<file path="src/rtl/rmu_pkg.sv">
// Package: shared constants, register selector type and capability builders
// for the remapping unit register file. Assumes a 64-bit data bus.
package rmu_pkg;

    localparam int unsigned DATA_W   = 64;
    localparam int unsigned ROOT_LSB = 12;

    // Word indices (byte offset / 8) of the fixed registers.
    localparam int unsigned WORD_CAP    = 0;
    localparam int unsigned WORD_ECAP   = 1;
    localparam int unsigned WORD_CMD    = 2;
    localparam int unsigned WORD_STAT   = 3;
    localparam int unsigned WORD_ROOT   = 4;
    localparam int unsigned WORD_ACTIVE = 5;
    localparam int unsigned WORD_CTX    = 6;

    // Command and status bit positions.
    localparam int unsigned BIT_TE   = 31;
    localparam int unsigned BIT_ROOT = 30;
    localparam int unsigned BIT_WBF  = 27;
    localparam int unsigned BIT_GO   = 63;

    // Bits kept by the IOTLB register: go, granularity, drains, domain ID.
    localparam logic [DATA_W-1:0] IOTLB_KEEP = 64'hB003_FFFF_0000_0000;

    typedef enum logic [2:0] {
        SEL_CAP, SEL_ECAP, SEL_CMD, SEL_STAT,
        SEL_ROOT, SEL_ACTIVE, SEL_CTX, SEL_IOTLB
    } reg_sel_e;

    localparam int unsigned N_SEL = 8;

    // Builds the read-only capability word from its fields.
    function automatic logic [DATA_W-1:0] build_cap(
        input logic [2:0] dom_code,
        input logic       flush_req,
        input logic       cache_mode,
        input logic [4:0] widths,
        input logic [3:0] big_pages
    );
        logic [DATA_W-1:0] v;
        v        = '0;
        v[2:0]   = dom_code;
        v[4]     = flush_req;
        v[7]     = cache_mode;
        v[12:8]  = widths;
        v[37:34] = big_pages;
        return v;
    endfunction

    // Builds the read-only extended-capability word from its fields.
    function automatic logic [DATA_W-1:0] build_ecap(
        input logic       coherent,
        input logic       pass_thru,
        input logic [9:0] iro
    );
        logic [DATA_W-1:0] v;
        v       = '0;
        v[0]    = coherent;
        v[2]    = pass_thru;
        v[17:8] = iro;
        return v;
    endfunction

endpackage

</file>
<file path="src/rtl/rmu_addr_dec.sv">
// Module: address decoder. Maps a word address onto a one-hot register
// select, or all zeros for a reserved offset. Assumes the IOTLB word does
// not coincide with one of the fixed register words.
module rmu_addr_dec
    import rmu_pkg::*;
#(
    parameter int unsigned WORD_W     = 9,
    parameter int unsigned IOTLB_WORD = 11
) (
    input  logic [WORD_W-1:0] word,
    output logic [N_SEL-1:0]  sel
);

    localparam logic [WORD_W-1:0] W_CAP    = WORD_W'(WORD_CAP);
    localparam logic [WORD_W-1:0] W_ECAP   = WORD_W'(WORD_ECAP);
    localparam logic [WORD_W-1:0] W_CMD    = WORD_W'(WORD_CMD);
    localparam logic [WORD_W-1:0] W_STAT   = WORD_W'(WORD_STAT);
    localparam logic [WORD_W-1:0] W_ROOT   = WORD_W'(WORD_ROOT);
    localparam logic [WORD_W-1:0] W_ACTIVE = WORD_W'(WORD_ACTIVE);
    localparam logic [WORD_W-1:0] W_CTX    = WORD_W'(WORD_CTX);
    localparam logic [WORD_W-1:0] W_IOTLB  = WORD_W'(IOTLB_WORD);

    // Purpose: pick at most one register for the current word address.
    always_comb begin
        sel = '0;
        if (word == W_IOTLB) begin
            sel[SEL_IOTLB] = 1'b1;
        end else begin
            case (word)
                W_CAP:    sel[SEL_CAP]    = 1'b1;
                W_ECAP:   sel[SEL_ECAP]   = 1'b1;
                W_CMD:    sel[SEL_CMD]    = 1'b1;
                W_STAT:   sel[SEL_STAT]   = 1'b1;
                W_ROOT:   sel[SEL_ROOT]   = 1'b1;
                W_ACTIVE: sel[SEL_ACTIVE] = 1'b1;
                W_CTX:    sel[SEL_CTX]    = 1'b1;
                default:  sel = '0;
            endcase
        end
    end

endmodule

</file>
<file path="src/rtl/rmu_op_seq.sv">
// Module: stub operation sequencer. A start while idle makes it busy for
// exactly LATENCY cycles; done pulses in the last busy cycle. A start while
// busy is ignored. Assumes LATENCY >= 1.
module rmu_op_seq #(
    parameter int unsigned LATENCY = 4
) (
    input  logic clk,
    input  logic rst_n,
    input  logic start,
    output logic busy,
    output logic done
);

    localparam int unsigned CNT_W = $clog2(LATENCY + 1);

    logic [CNT_W-1:0] cnt;

    assign done = busy && (cnt == CNT_W'(1));

    // Purpose: load the latency on an accepted start, count down while busy.
    always_ff @(posedge clk) begin
        if (!rst_n) begin
            busy <= 1'b0;
            cnt  <= '0;
        end else if (start && !busy) begin
            busy <= 1'b1;
            cnt  <= CNT_W'(LATENCY);
        end else if (busy) begin
            cnt <= cnt - 1'b1;
            if (cnt == CNT_W'(1)) begin
                busy <= 1'b0;
            end
        end
    end

    AST_SEQ_NO_RESTART: assert property (@(posedge clk) disable iff (!rst_n)
        (busy && !done) |=> (busy && cnt == $past(cnt) - 1'b1));

    AST_SEQ_ENDS: assert property (@(posedge clk) disable iff (!rst_n)
        done |=> !busy);

endmodule

</file>
<file path="src/rtl/rmu_cmd_regs.sv">
// Module: command/status register file of an I/O address remapping unit.
// Command bits are not stored; each starts an operation in a stub sequencer
// whose completion shows up in the status register or as a self-clearing
// go bit. Assumes one bus access per cycle and aligned addresses.
module rmu_cmd_regs
    import rmu_pkg::*;
#(
    parameter int unsigned ADDR_W     = 12,
    parameter int unsigned IRO_UNITS  = 5,
    parameter logic [2:0]  DOM_CODE   = 3'd2,
    parameter logic        FLUSH_REQ  = 1'b1,
    parameter logic        CACHE_MODE = 1'b0,
    parameter logic [4:0]  WIDTHS     = 5'b00100,
    parameter logic [3:0]  BIG_PAGES  = 4'b0011,
    parameter logic        COHERENT   = 1'b1,
    parameter logic        PASS_THRU  = 1'b1,
    parameter int unsigned LAT_TE     = 4,
    parameter int unsigned LAT_ROOT   = 3,
    parameter int unsigned LAT_WBF    = 5,
    parameter int unsigned LAT_CC     = 6,
    parameter int unsigned LAT_IOTLB  = 7
) (
    input  logic              clk,
    input  logic              rst_n,
    input  logic              wr_en,
    input  logic [ADDR_W-1:0] addr,
    input  logic [63:0]       wdata,
    output logic [63:0]       rdata
);

    localparam int unsigned WORD_W     = ADDR_W - 3;
    localparam int unsigned IOTLB_WORD = (IRO_UNITS * 16 + 8) / 8;
    localparam logic [DATA_W-1:0] CAP_VAL =
        build_cap(DOM_CODE, FLUSH_REQ, CACHE_MODE, WIDTHS, BIG_PAGES);
    localparam logic [DATA_W-1:0] ECAP_VAL =
        build_ecap(COHERENT, PASS_THRU, 10'(IRO_UNITS));

    logic [N_SEL-1:0] sel;

    logic te_start, te_busy, te_done;
    logic root_start, root_busy, root_done;
    logic wbf_start, wbf_busy, wbf_done;
    logic cc_start, cc_busy, cc_done;
    logic iq_start, iq_busy, iq_done;

    logic                       stat_te, te_target, stat_rtp;
    logic [DATA_W-1:ROOT_LSB]   root_addr, root_pend, root_active;
    logic [DATA_W-1:0]          ctx_q, iotlb_q;
    logic                       wr_cmd, wr_ctx, wr_iq;
    logic                       unused_bits;

    rmu_addr_dec #(
        .WORD_W     (WORD_W),
        .IOTLB_WORD (IOTLB_WORD)
    ) i_dec (
        .word (addr[ADDR_W-1:3]),
        .sel  (sel)
    );

    assign wr_cmd = wr_en && sel[SEL_CMD];
    assign wr_ctx = wr_en && sel[SEL_CTX];
    assign wr_iq  = wr_en && sel[SEL_IOTLB];

    assign te_start   = wr_cmd && (wdata[BIT_TE] != stat_te) && !te_busy;
    assign root_start = wr_cmd && wdata[BIT_ROOT] && !root_busy;
    assign wbf_start  = wr_cmd && wdata[BIT_WBF] && !wbf_busy;
    assign cc_start   = wr_ctx && wdata[BIT_GO] && !cc_busy;
    assign iq_start   = wr_iq && wdata[BIT_GO] && !iq_busy;

    rmu_op_seq #(.LATENCY(LAT_TE)) i_seq_te (
        .clk(clk), .rst_n(rst_n), .start(te_start), .busy(te_busy), .done(te_done));
    rmu_op_seq #(.LATENCY(LAT_ROOT)) i_seq_root (
        .clk(clk), .rst_n(rst_n), .start(root_start), .busy(root_busy), .done(root_done));
    rmu_op_seq #(.LATENCY(LAT_WBF)) i_seq_wbf (
        .clk(clk), .rst_n(rst_n), .start(wbf_start), .busy(wbf_busy), .done(wbf_done));
    rmu_op_seq #(.LATENCY(LAT_CC)) i_seq_cc (
        .clk(clk), .rst_n(rst_n), .start(cc_start), .busy(cc_busy), .done(cc_done));
    rmu_op_seq #(.LATENCY(LAT_IOTLB)) i_seq_iq (
        .clk(clk), .rst_n(rst_n), .start(iq_start), .busy(iq_busy), .done(iq_done));

    assign unused_bits = ^{addr[2:0], wbf_done};

    // Purpose: record the requested translation state and apply it on completion.
    always_ff @(posedge clk) begin
        if (!rst_n) begin
            te_target <= 1'b0;
            stat_te   <= 1'b0;
        end else begin
            if (te_start) begin
                te_target <= wdata[BIT_TE];
            end
            if (te_done) begin
                stat_te <= te_target;
            end
        end
    end

    // Purpose: hold the programmed root-table address (page aligned).
    always_ff @(posedge clk) begin
        if (!rst_n) begin
            root_addr <= '0;
        end else if (wr_en && sel[SEL_ROOT]) begin
            root_addr <= wdata[DATA_W-1:ROOT_LSB];
        end
    end

    // Purpose: capture the root address at command time, install it on completion.
    always_ff @(posedge clk) begin
        if (!rst_n) begin
            root_pend   <= '0;
            root_active <= '0;
            stat_rtp    <= 1'b0;
        end else begin
            if (root_start) begin
                root_pend <= root_addr;
                stat_rtp  <= 1'b0;
            end
            if (root_done) begin
                root_active <= root_pend;
                stat_rtp    <= 1'b1;
            end
        end
    end

    // Purpose: context-command register, dropped while busy, go bit self-clears.
    always_ff @(posedge clk) begin
        if (!rst_n) begin
            ctx_q <= '0;
        end else if (wr_ctx && !cc_busy) begin
            ctx_q <= wdata;
        end else if (cc_done) begin
            ctx_q[BIT_GO] <= 1'b0;
        end
    end

    // Purpose: IOTLB register, keeps defined fields only, go bit self-clears.
    always_ff @(posedge clk) begin
        if (!rst_n) begin
            iotlb_q <= '0;
        end else if (wr_iq && !iq_busy) begin
            iotlb_q <= wdata & IOTLB_KEEP;
        end else if (iq_done) begin
            iotlb_q[BIT_GO] <= 1'b0;
        end
    end

    // Purpose: read multiplexer; reserved offsets and the command register read 0.
    always_comb begin
        rdata = '0;
        if (sel[SEL_CAP])    rdata = CAP_VAL;
        if (sel[SEL_ECAP])   rdata = ECAP_VAL;
        if (sel[SEL_STAT])   rdata = {32'd0, stat_te, stat_rtp, 2'b00, wbf_busy, 27'd0};
        if (sel[SEL_ROOT])   rdata = {root_addr, 12'd0};
        if (sel[SEL_ACTIVE]) rdata = {root_active, 12'd0};
        if (sel[SEL_CTX])    rdata = ctx_q;
        if (sel[SEL_IOTLB])  rdata = iotlb_q;
    end

    AST_TE_ONLY_ON_DONE: assert property (@(posedge clk) disable iff (!rst_n)
        !te_done |=> $stable(stat_te));

    AST_TE_TAKES_TARGET: assert property (@(posedge clk) disable iff (!rst_n)
        te_done |=> (stat_te == $past(te_target)));

    AST_ROOT_CLEARED: assert property (@(posedge clk) disable iff (!rst_n)
        root_start |=> !stat_rtp);

    AST_ROOT_CONFIRM: assert property (@(posedge clk) disable iff (!rst_n)
        root_done |=> (stat_rtp && root_active == $past(root_pend)));

    AST_WBF_PENDING: assert property (@(posedge clk) disable iff (!rst_n)
        (wr_cmd && wdata[BIT_WBF] && !wbf_busy) |=> wbf_busy);

    AST_CTX_SELF_CLEAR: assert property (@(posedge clk) disable iff (!rst_n)
        cc_done |=> !ctx_q[BIT_GO]);

    AST_IOTLB_SELF_CLEAR: assert property (@(posedge clk) disable iff (!rst_n)
        iq_done |=> !iotlb_q[BIT_GO]);

    AST_IOTLB_FIELDS: assert property (@(posedge clk) disable iff (!rst_n)
        (iotlb_q & ~IOTLB_KEEP) == '0);

    AST_CTX_HOLD_BUSY: assert property (@(posedge clk) disable iff (!rst_n)
        (cc_busy && !cc_done) |=> $stable(ctx_q));

endmodule

</file>
<file path="config.mk">
export PLATFORM = sky130hd
export DESIGN_NAME = rmu_cmd_regs
export DESIGN_NICKNAME = d
export VERILOG_FILES = /design/src/rtl/rmu_pkg.sv /design/src/rtl/rmu_addr_dec.sv /design/src/rtl/rmu_op_seq.sv /design/src/rtl/rmu_cmd_regs.sv
export SDC_FILE = /design/constraint.sdc
export NUM_CORES = 1
export LEC_CHECK = 0
export CAP_MARGIN = 5
export CORE_ASPECT_RATIO = 1.25
export CORE_MARGIN = 2
export CORE_UTILIZATION = 50
export CTS_BUF_LIST = sky130_fd_sc_hd__clkbuf_4
export CTS_CLUSTER_SIZE = 20
export DETAILED_ROUTE_END_ITERATION = 8
export PLACE_DENSITY = 0.83
export SKIP_LAST_GASP = 1
export SYNTH_ARGS = -nofsm -noshare
export SYNTH_HDL_FRONTEND = slang
export SYNTH_SLANG_ARGS = --single-unit
export TNS_END_PERCENT = 5
</file>
<file path="constraint.sdc">
create_clock -name clk -period 2.56 [get_ports clk]
set_clock_uncertainty 0.2 [all_clocks]
set_input_delay 0.512 -clock clk [delete_from_list [all_inputs] [get_ports clk]]
set_output_delay 0.512 -clock clk [all_outputs]
set_load 0.02 [all_outputs]
</file>
== Word level (Yosys, flattened, before mapping) ==
Cells that the tools add are included.

* RAM bits: 0
* Latch bits: 0
* Bits in read-only memories: 0
* Flip-flop bits (word level): 263
* Input port bits: 79
* Output and inout port bits: 64
* Memories kept: 0

* Divide/modulo/power cells: 0
* Order comparisons: 0
* Multiply operators: 0
* Multiplexer cells: 47
* Reduce and logical (&&, ||, !) cells: 42
* Bitwise logic cells: 1
* Equal/unequal tests: 13
* Shift-type cells: 0
* $add $sub $neg: 5

{| class="wikitable"
|+ Operators with widths
! kind !! number
|-
| 64-bit two-way mux || 6
|-
| 36-bit two-way mux || 1
|-
| 1-bit two-way mux || 29
|-
| 9-bit by 3-bit == test with 1-bit output (second input constant) || 3
|-
| 1-bit logical AND || 25
|-
| 3-bit two-way mux || 8
|-
| 9-bit by 2-bit == test with 1-bit output (second input constant) || 2
|-
| 2-bit nonzero test || 8
|-
| 3-bit by 1-bit == test with 1-bit output (second input constant) || 4
|-
| 3-bit by 1-bit subtractor with 3-bit output (second input constant) || 4
|-
| 9-bit by 1-bit == test with 1-bit output (second input constant) || 1
|-
| 9-bit by 4-bit == test with 1-bit output (second input constant) || 1
|-
| 9-bit zero test || 1
|-
| 7-bit two-way mux || 1
|-
| 2-bit OR reduction || 3
|-
| 1-bit zero test || 5
|-
| 2-bit two-way mux || 2
|-
| 2-bit by 1-bit == test with 1-bit output (second input constant) || 1
|-
| 2-bit by 1-bit subtractor with 2-bit output (second input constant) || 1
|-
| 1-bit inequality test || 1
|-
| 1-bit inverter || 1
|}

== Logic depth before layout (Yosys ltp) ==
Gate-level depths: netlist of run 1.

* Depth in word-level cells: 10
* Gate-level depth with buffers: 7
* Mapped depth without buffers: 5

== Modules after synthesis ==
From an unflattened synthesis of run 1, not the netlist that was laid out.

* Cell total of the unflattened synthesis: 1439
* Area total of the unflattened synthesis: 11976.5 um2

{| class="wikitable"
|+ By module, submodules not included
! module !! cells each !! instances !! area each (um2)
|-
| rmu_cmd_regs || 1327 || 1 || 10895.4
|-
| rmu_op_seq at i_seq_cc || 22 || 1 || 212.7
|-
| rmu_op_seq at i_seq_iq || 21 || 1 || 203.9
|-
| rmu_op_seq at i_seq_te || 20 || 1 || 202.7
|-
| rmu_op_seq at i_seq_wbf || 20 || 1 || 195.2
|-
| rmu_addr_dec || 15 || 1 || 142.6
|-
| rmu_op_seq at i_seq_root || 14 || 1 || 123.9
|}

== Worst setup path after synthesis of run 1 ==
Ideal clock, no wire load.

* Kind: input-to-output
* Start point: in addr[8]
* End point: out rdata[42]
* Stages on the path: 6
* Setup slack: -0.356 ns
* Data required time: 1.848 ns
* Data arrival time: 2.204 ns
* Cell sequence: or4_1 -> buf_2 -> buf_2 -> nor2_2 -> clkbuf_1 -> a32o_1

* Word-level cells in the longest chain between the ends: 8
* Elaborated cells on any way between the ends: 16

{| class="wikitable"
|+ RTL lines
! item !! RTL line !! text
|-
| start, declared || rmu_cmd_regs.sv:26 || <nowiki>input logic [ADDR_W-1:0] addr,</nowiki>
|-
| 9-bit by 2-bit == test with 1-bit output || rmu_addr_dec.sv:29 || <nowiki>case (word)</nowiki>
|-
| 1-bit two-way mux || rmu_addr_dec.sv:29 ||
|-
| 7-bit two-way mux || rmu_addr_dec.sv:26 || <nowiki>if (word == W_IOTLB) begin</nowiki>
|-
| 64-bit two-way mux || rmu_cmd_regs.sv:152 || <nowiki>if (sel[SEL_STAT]) rdata = {32'd0, stat_te, stat_rtp, 2'b00, wbf_busy, 27'd0};</nowiki>
|-
| 64-bit two-way mux || rmu_cmd_regs.sv:153 || <nowiki>if (sel[SEL_ROOT]) rdata = {root_addr, 12'd0};</nowiki>
|-
| 64-bit two-way mux || rmu_cmd_regs.sv:154 || <nowiki>if (sel[SEL_ACTIVE]) rdata = {root_active, 12'd0};</nowiki>
|-
| 64-bit two-way mux || rmu_cmd_regs.sv:155 || <nowiki>if (sel[SEL_CTX]) rdata = ctx_q;</nowiki>
|-
| 64-bit two-way mux (*) || rmu_cmd_regs.sv:156 || <nowiki>if (sel[SEL_IOTLB]) rdata = iotlb_q;</nowiki>
|-
| end, declared || rmu_cmd_regs.sv:28 || <nowiki>output logic [63:0] rdata</nowiki>
|}

Every way passes the cells marked *; elsewhere a longest branch is shown, timed or not.

== Worst setup path after layout of run 1 ==
* Start point: in addr[9]
* End point: out rdata[63]

Same word-level chain as after synthesis.

==> qor.txt, run 1 <==
run status = finished, violations left
failing checks = design-rule violations, negative setup slack
Synth area leader = dfxtp_1
die height = 174 µm
number of synthesized flops with an enable pin = 0
YS warnings = 0
total gr overflow = 0
First-pass DRT Iterations = 8
crit path capture type = primary output
# IOs = 143
Seq/Total Area, Yosys = 45.5%
Yosys reg bits = 263
Slew HR = 63.2%
Tightest Hold Check Type = primary input to flop
clock buffer depth = 3
Die W = 140 µm
Setup TNS = -19.45 ns
Synth top area share = 45.5%
period utilization = 116%
DRC violations left = 7
ys async rst share = 0%
die area = 24,400 µm²
clock root buffer = clkbuf_4
Fin. Hold Viols = 0
FMAX = 0.336 GHz
RSZ-0062 raised after global routing = yes
WL/cell = 17.8 µm
unique cell type count in the Yosys netlist = 50
Post-Syn Nets = 1,415
Slew Limit Fails = 0
WP data arrival = 2.26 ns
vias = 10,500
initial antenna violation count = 1
Routed WL = 32.7 mm
Avg Vias per Cell = 5.71
critical path class = primary input to primary output
first-pass GRT wire length = 52.9 mm
Initial DRC Count = 753
largest net degree at the start of global routing = 128
syn avg cell area = 8.72 µm²
Area growth, synth to finish = 29.0%
Cell Rows = 62
Static Leakage = 5.88 nW
Nets = 1,599
starting density of the core = 50.5%
CTS sink count = 263
I/O Buffers = 139
H-tree depth = 3
Area contributors post-synth = dfxtp_1, mux2i_1, nand2_1, a21oi_1, clkbuf_1
PD cells = 532 nW/µm²
Setup crit start kind = primary input
MaxCap Viol Count = 0
Post-Place Cells = 1,725
post-layout util = 65.2%
Worst EP required = 1.85 ns
Final GP Congestion = 0.893
Setup violations, final = 64
post-synthesis cell count = 1,327
Min Hold Slack = 0.0500 ns
vias in the first global route = 10,900
fraction of layout cells with a size suffix above 1 = 21.1%
synthesized area = 11,600 µm²
total power = 7.93 mW
clock transition at the registers of the reported paths = 0.07 ns
ANT nets after route = 0
Critical Path Fanout Max = 6
minimum clock period = 2.97 ns
Worst Max-Slew Pin Slew = 0.552 ns
Synth Flop Type = dfxtp_1
TritonCTS clock tree = built
total CTS buffers = 66
clock latency at the later pin of the worst-skew pair = 0.67 ns
DP Wirelength = 20.9 mm
Post-Layout Cell Count = 1,838
Core Region = 22,900 µm²
final worst slack = -0.414 ns
Tot GR Track Use = 26.5%
fillcell total = 1,751
Peak VDD IR = 0.422 mV
-- metrics by stage --
step | area (µm²) | worst slack [ns]
after global placement | 14000 | -1.05
after global routing | 14900 | -0.426
final | 14900 | -0.414
after detailed placement | 14000 | -1.09
after CTS | 14800 | -0.409
after floorplan | 11800 | -0.125
-- path summary, 6_finish.rpt --
path / from / endpoint / slack, ns / cells past startpoint
max: addr[9] / rdata[63] / -0.41 / 7
min: rst_n / root_pend[20] / 0.05 / 3
max reg2reg: i_seq_te.busy / i_seq_te.cnt[0] / 0.63 / 3
min reg2reg: root_pend[31] / root_active[31] / 0.21 / 2
-- layer usage --
layer,part of all wire (%),vias to the layer above,track usage [%]
met5,0,-,0
met4,4.0,0,14.1
met3,5.7,82,4.71
met2,51,387,47.4
met1,40,5052,30.0
li1,-,4971,-
-- kinds of logic (layout without fill, tap and decap cells) --
family / after synthesis / count (layout) / share of synthesized area, %
buf+inv: 126 / 347 / 4.76
mux: 191 / 191 / 16.5
fa+ha+maj: 9 / 9 / 0.974
simple gates: 541 / 541 / 20.1
flops: 263 / 263 / 45.5
other cells: 0 / 2 / 0
xor+xnor: 2 / 2 / 0.151
compound gates: 195 / 195 / 12.0
-- cell usage in the layout (no fill, tap or decap), drive strengths merged, types with 3 or more instances in the layout --
master | netlist | layout
mux2i | 191 | 191
nand2 | 398 | 398
nand3b | 7 | 7
dfxtp | 263 | 263
a21oi | 71 | 71
nor3 | 30 | 30
nand3 | 6 | 6
clkdlybuf4s15 | 0 | 13
and4b | 3 | 3
nor4 | 7 | 7
nand2b | 8 | 8
or4 | 4 | 4
dlygate4sd2 | 0 | 15
and3 | 12 | 12
buf | 26 | 123
o21ai | 3 | 3
ha | 9 | 9
o311a | 4 | 4
nor2 | 31 | 31
clkbuf | 85 | 103
or3 | 21 | 21
clkinv | 1 | 10
inv | 14 | 16
o2bb2ai | 21 | 21
a211oi | 33 | 33
clkdlybuf4s50 | 0 | 65
a32o | 19 | 19
o21bai | 30 | 30
o211a | 3 | 3
-- repair_timing --
| item | in CTS | in global routing |
|---|---|---|
| pin swaps | 5 | 22 |
| endpoints found under the setup margin | 64 | 64 |
| setup buffers | 2 | 1 |
| resized for setup | 233 | 62 |
| cloned | 3 | 0 |
| hold buffers | 0 | 0 |
-- cells in the mapped netlist (11+ instances only) --
cell type and number:
a211oi_1 33, a21oi_1 71, a32o_1 19, and3_1 12, buf_2 11, clkbuf_1 85
dfxtp_1 263, inv_1 14, mux2i_1 191, nand2_1 398, nor2_1 30, nor3_1 30
o21bai_1 30, o2bb2ai_1 21, or3_1 21
-- worst max-delay path: stages --
cell,delay (ns)
buf_6,0.09
or4_4,0.59
buf_12,0.17
buf_12,0.14
or3_4,0.38
a32o_2,0.25
buf_6,0.13
-- power breakdown --
part           internal [mW]  leakage [nW]  switching, mW  total, mW
clock network           1.67         0.457           1.62       3.29
logic                  0.240          3.30          0.308      0.548
registers               4.09          2.12        0.00116       4.09
-- state kept, by name, indices dropped and copies added (netlist names), 2 cells and up --
name	count
root_active	52
i_seq_cc.cnt	3
i_seq_wbf.cnt	3
i_seq_iq.cnt	3
root_pend	52
iotlb_q	21
ctx_q	64
root_addr	52
i_seq_root.cnt	2
i_seq_te.cnt	3
-- final cells by class --
| cell class | count | area [µm²] | share of cell area, % |
|---|---|---|---|
| Sequential cell | 263 | 5270 | 35.3 |
| Antenna cell | 2 | 5.00 | 0.0335 |
| Tap cell | 288 | 360 | 2.41 |
| Inverter | 15 | 56.3 | 0.377 |
| Clock inverter | 11 | 43.8 | 0.293 |
| Clock buffer | 94 | 706 | 4.73 |
| Timing Repair Buffer | 227 | 2380 | 15.9 |
| Multi-Input combinational cell | 938 | 6110 | 40.9 |
(Power assumes the default switching activity.)
==> run 2, diff against run 1 <==
PLACE_DENSITY = 0.86   (was 0.83)
==> run 2 against run 1 <==
  * The run still ends with design-rule violations, negative setup slack left
  * Sequential power is essentially flat
  * Register-to-register slack gained 0.03 ns
  * Non-clock buffer count shrank 3
  * Cell area shrank 1.3%
  * Critical endpoint is now rdata[34]
  * Largest power group unchanged
==> qor.txt, run 2 (synthesized netlist as in run 1, its figures left out) <==
total power = 7.99 mW
slowest CP cell = or4_4
first-pass GRT wire length = 53.2 mm
period utilization = 115%
Register-to-Register Path Depth = 3
CTS sink count = 263
DRC violations left = 6
critical path class = primary input to primary output
ANT nets after route = 0
commonest non-fill, non-tap cell in the layout = nand2_1
Worst EP required = 1.85 ns
critical-path cell list = buf_8 > or4_4 > buf_12 > nor3_4 > buf_6 > buf_6 > o2bb2ai_4 > buf_6
I/O Buffers = 139
PD cells = 542 nW/µm²
clock latency at the later pin of the worst-skew pair = 0.65 ns
clock root buffer = clkbuf_4
Die W = 140 µm
Core Region = 22,900 µm²
H-tree depth = 3
Final GP Congestion = 0.871
Nets = 1,602
DP Wirelength = 21.2 mm
die area = 24,400 µm²
Initial DRC Count = 866
vias = 10,400
Setup crit start kind = primary input
FMAX = 0.339 GHz
Critical Path Fanout Max = 7
fraction of layout cells with a size suffix above 1 = 20.5%
reg2reg setup slack = 0.66 ns
Cell Rows = 62
slowest stage delay, CP = 0.59 ns
R2R Path End = i_seq_te.cnt[0]
Static Leakage = 5.78 nW
RSZ-0062 raised after global routing = yes
crit path capture type = primary output
Worst setup endpoint = rdata[34]
most frequent cells in the layout = nand2_1, dfxtp_1, mux2i_1, clkbuf_4, a21oi_1
Worst Max-Slew Pin Slew = 0.552 ns
Largest register FFs = 64
WP data arrival = 2.23 ns
dpl cell area = 13,900 µm²
starting density of the core = 50.5%
Area growth, synth to finish = 27.3%
First-pass DRT Iterations = 9
Setup violations, final = 64
failing checks = design-rule violations, negative setup slack
Slew HR = 63.1%
Tot GR Track Use = 26.7%
largest net degree at the start of global routing = 100
total CTS buffers = 69
Crit path top cell by count = buf_6
run status = finished, violations left
hold_buf cts = 0
Final Instance Area = 14,700 µm²
Fin. Hold Viols = 0
# IOs = 143
final worst slack = -0.386 ns
fillcell total = 1,832
largest reg by FF count = ctx_q
Slew Limit Fails = 0
total gr overflow = 0
Routed WL = 33.2 mm
Peak VDD IR = 0.365 mV
Tightest Hold Check Type = primary input to flop
Min Hold Slack = 0.0882 ns
MaxCap Viol Count = 0
Critical Path Start = addr[9]
clock transition at the registers of the reported paths = 0.06 ns
vias in the first global route = 10,900
WHS Path Cells = 3
minimum clock period = 2.95 ns
die height = 174 µm
R2R Path Start = i_seq_te.busy
WL/cell = 18.0 µm
initial antenna violation count = 4
clock buffer depth = 3
TritonCTS clock tree = built
Setup TNS = -17.04 ns
Avg Vias per Cell = 5.65
-- run 2: cell count changes in the layout (fill, tap and decap cells not counted), moves of 5 or more --
cell             change
buf_12               -9
clkdlybuf4s15_2      +5
buf_6                -6
nor3_2              -10
buf_4                +9
nor3_1              +13
clkbuf_2             -8
buf_2                +9
-- run 2: layer usage --
layer / vias up / GRT usage (%) / share of wire (%)
li1: 4968 / - / -
met1: 4950 / 30.1 / 40
met2: 383 / 47.7 / 50
met3: 96 / 5.18 / 5.9
met4: 2 / 13.7 / 3.9
met5: - / 0 / 0.045
-- run 2: critical path, delay by kind of cell --
kind	cells	cell delay (ns)
compound gates	1	0.11
buf+inv	5	0.73
simple gates	2	0.87
-- run 2: repair_timing --
item | in CTS | in global routing
gates cloned | 4 | 0
setup buffers | 2 | 1
pin swaps | 7 | 1
gates resized for setup | 265 | 5
endpoints found under the setup margin | 234 | 64
-- run 2: metrics by stage --
step           setup slack, ns  util [%]  instances
2_1_floorplan           -0.125         -       1327
3_3_place_gp             -1.03      60.5       1724
3_5_place_dp             -1.08      60.5       1724
4_1_cts                 -0.318      64.3       1837
5_1_grt                 -0.403      64.3       1841
6_report                -0.386      64.3       1841
-- run 2: how the worst min path moves through the flow --
stage,start,endpoint
floorplan,ctx_q[11],ctx_q[11]
global placement,root_pend[48],root_active[48]
detailed placement,root_pend[52],root_active[52]
CTS,rst_n,ctx_q[26]
global route,rst_n,ctx_q[26]
finish,rst_n,ctx_q[22]
-- run 2: final cells by class --
type | instances | area (µm²) | share of cell area [%]
multi-input cells | 941 | 6090 | 41.4
flip-flops and latches | 263 | 5270 | 35.8
repair buffers | 224 | 2170 | 14.8
clock buffers | 98 | 736 | 5.00
well taps | 288 | 360 | 2.45
inverters | 15 | 56.3 | 0.382
clock inverters | 9 | 36.3 | 0.246
diodes | 3 | 7.51 | 0.0510
-- run 2: report_power, final --
part           internal, mW  switching (mW)  total [mW]
Clock                  1.74            1.63        3.36
Combinational         0.224           0.307       0.531
Sequential             4.09         0.00115        4.09
Total                  6.05            1.93        7.99
==> run 3, diff against run 2 <==
GPL_TIMING_DRIVEN = 0   (was unset)
==> run 3 against run 2 <==
  * The run still ends with design-rule violations, negative setup slack left
  * Largest power group unchanged
  * Worst setup slack worse by 0.040 ns
  * Cell area up 0.45%
  * Combinational power up 5.1%
  * Highest routed layer is now met4
  * Register-to-register slack worse by 0.36 ns
  * Clock power up 4%
  * Final cell count up 1.5%
  * Wire length up 10%
  * Fmax down 1.3%
  * Utilization up 0.29 points
==> qor.txt, run 3 (synthesized netlist as in run 1, its figures left out) <==
first-pass GRT wire length = 57.3 mm
initial antenna violation count = 1
WP data arrival = 2.27 ns
crit path capture type = primary output
Static Leakage = 5.76 nW
RSZ-0062 raised after global routing = yes
starting density of the core = 50.5%
Final GP Congestion = 0.969
ANT nets after route = 0
total power = 8.13 mW
run status = finished, violations left
critical path class = primary input to primary output
Setup crit start kind = primary input
fraction of layout cells with a size suffix above 1 = 19.9%
Cell Rows = 62
vias in the first global route = 11,400
CTS sink count = 263
clock root buffer = clkbuf_4
H-tree depth = 3
MaxCap Viol Count = 0
# IOs = 143
Peak VDD IR = 0.354 mV
Slew HR = 44.6%
Critical Path Fanout Max = 5
NetSw = 1.99 mW
Slew Limit Fails = 0
reg2reg setup slack = 0.30 ns
DP Wirelength = 24.9 mm
Post-Place Setup Slack = -2.17 ns
commonest non-fill, non-tap cell in the layout = nand2_1
FMAX = 0.335 GHz
clock buffer depth = 3
internal power = 6.14 mW
I/O Buffers = 138
sequential share of power = 50.4%
Core Region = 22,900 µm²
register area = 5270 µm²
Nets = 1,631
clock latency at the later pin of the worst-skew pair = 0.67 ns
Switching Share = 24.5%
largest net degree at the start of global routing = 11
die area = 24,400 µm²
DRC violations left = 6
final worst slack = -0.426 ns
most frequent cells in the layout = nand2_1, dfxtp_1, mux2i_1, clkbuf_4, a21oi_1
total CTS buffers = 69
failing checks = design-rule violations, negative setup slack
Comb pwr share = 6.9%
Setup violations, final = 63
Avg Vias per Cell = 5.83
Fin. Hold Viols = 0
Register-to-Register Path Depth = 6
Tot GR Track Use = 29.6%
clock transition at the registers of the reported paths = 0.06 ns
Initial DRC Count = 1,013
Multi-input gate area = 6210 µm²
Die W = 140 µm
total gr overflow = 0
fillcell total = 1,736
Worst Max-Slew Pin Slew = 0.831 ns
Routed WL = 36.6 mm
largest reg by FF count = ctx_q
hold_buf cts = 0
First-pass DRT Iterations = 7
Largest register FFs = 64
Worst EP required = 1.85 ns
period utilization = 117%
Setup TNS = -22.12 ns
TritonCTS clock tree = built
Tightest Hold Check Type = primary input to flop
minimum clock period = 2.99 ns
WL/cell = 19.6 µm
Area growth, synth to finish = 27.9%
die height = 174 µm
Clock power frac = 42.8%
PD cells = 550 nW/µm²
WHS Path Cells = 3
vias = 10,900
run 3: cell types whose count changed in the layout (fill, tap and decap cells not counted), moves of 15 or more:
cell	change
clkbuf_4	+15
buf_4	-38
clkbuf_1	+53
nor3_2	+17
buf_12	-17
nor3_1	-23
run 3: power by group through the flow:
stage                     Combinational, mW  Clock, mW  Sequential (mW)
after detailed placement              0.491          0             4.19
after floorplan                       0.233          0             4.19
after global routing                  0.584       3.75             4.09
after global placement                0.483          0             4.19
after CTS                             0.529       3.49             4.09
final                                 0.558       3.48             4.09
run 3: critical path: stages:
cell and delay (ns):
buf_6 0.10, or4_4 0.53, buf_8 0.16, clkbuf_16 0.17, or3_1 0.36, a32o_2 0.30, buf_6 0.13
run 3: final cells by class:
type | count | area share, %
Tap cell | 288 | 2.44
Sequential cell | 263 | 35.6
Inverter | 15 | 0.381
Clock buffer | 105 | 5.33
Multi-Input combinational cell | 938 | 42.0
Buffer | 108 | 4.78
Clock inverter | 2 | 0.0592
Timing Repair Buffer | 148 | 9.44
Antenna cell | 1 | 0.0169
run 3: per-stage QoR:
stage	hold slack [ns]	std cells	util (%)	instance area, µm²
2_1_floorplan	0.230	1327	-	11800
3_3_place_gp	0.235	1753	59.0	13500
3_5_place_dp	0.242	1753	59.0	13500
4_1_cts	0.188	1866	64.2	14700
5_1_grt	0.201	1868	64.6	14800
6_report	0.222	1868	64.6	14800
run 3: timing repair:
item | in CTS | in global routing
buffers inserted | 6 | 1
setup endpoints to repair | 103 | 64
pin swaps | 14 | 7
cloned | 3 | 0
gates resized for setup | 341 | 50
run 3: routing by layer:
metal	vias to the layer above	GRT usage [%]	routed length, µm
li1	5018	-	-
met1	5123	32.2	13500
met2	571	50.8	17700
met3	184	7.13	3050
met4	0	20.3	2420
met5	-	0	0
run 3: path summary, 6_finish.rpt:
path	start	endpoint
setup / recovery	addr[7]	rdata[61]
hold reg to reg	root_pend[19]	root_active[19]
setup reg to reg	i_seq_root.cnt[0]	root_active[33]
hold / removal	wdata[22]	root_addr[22]
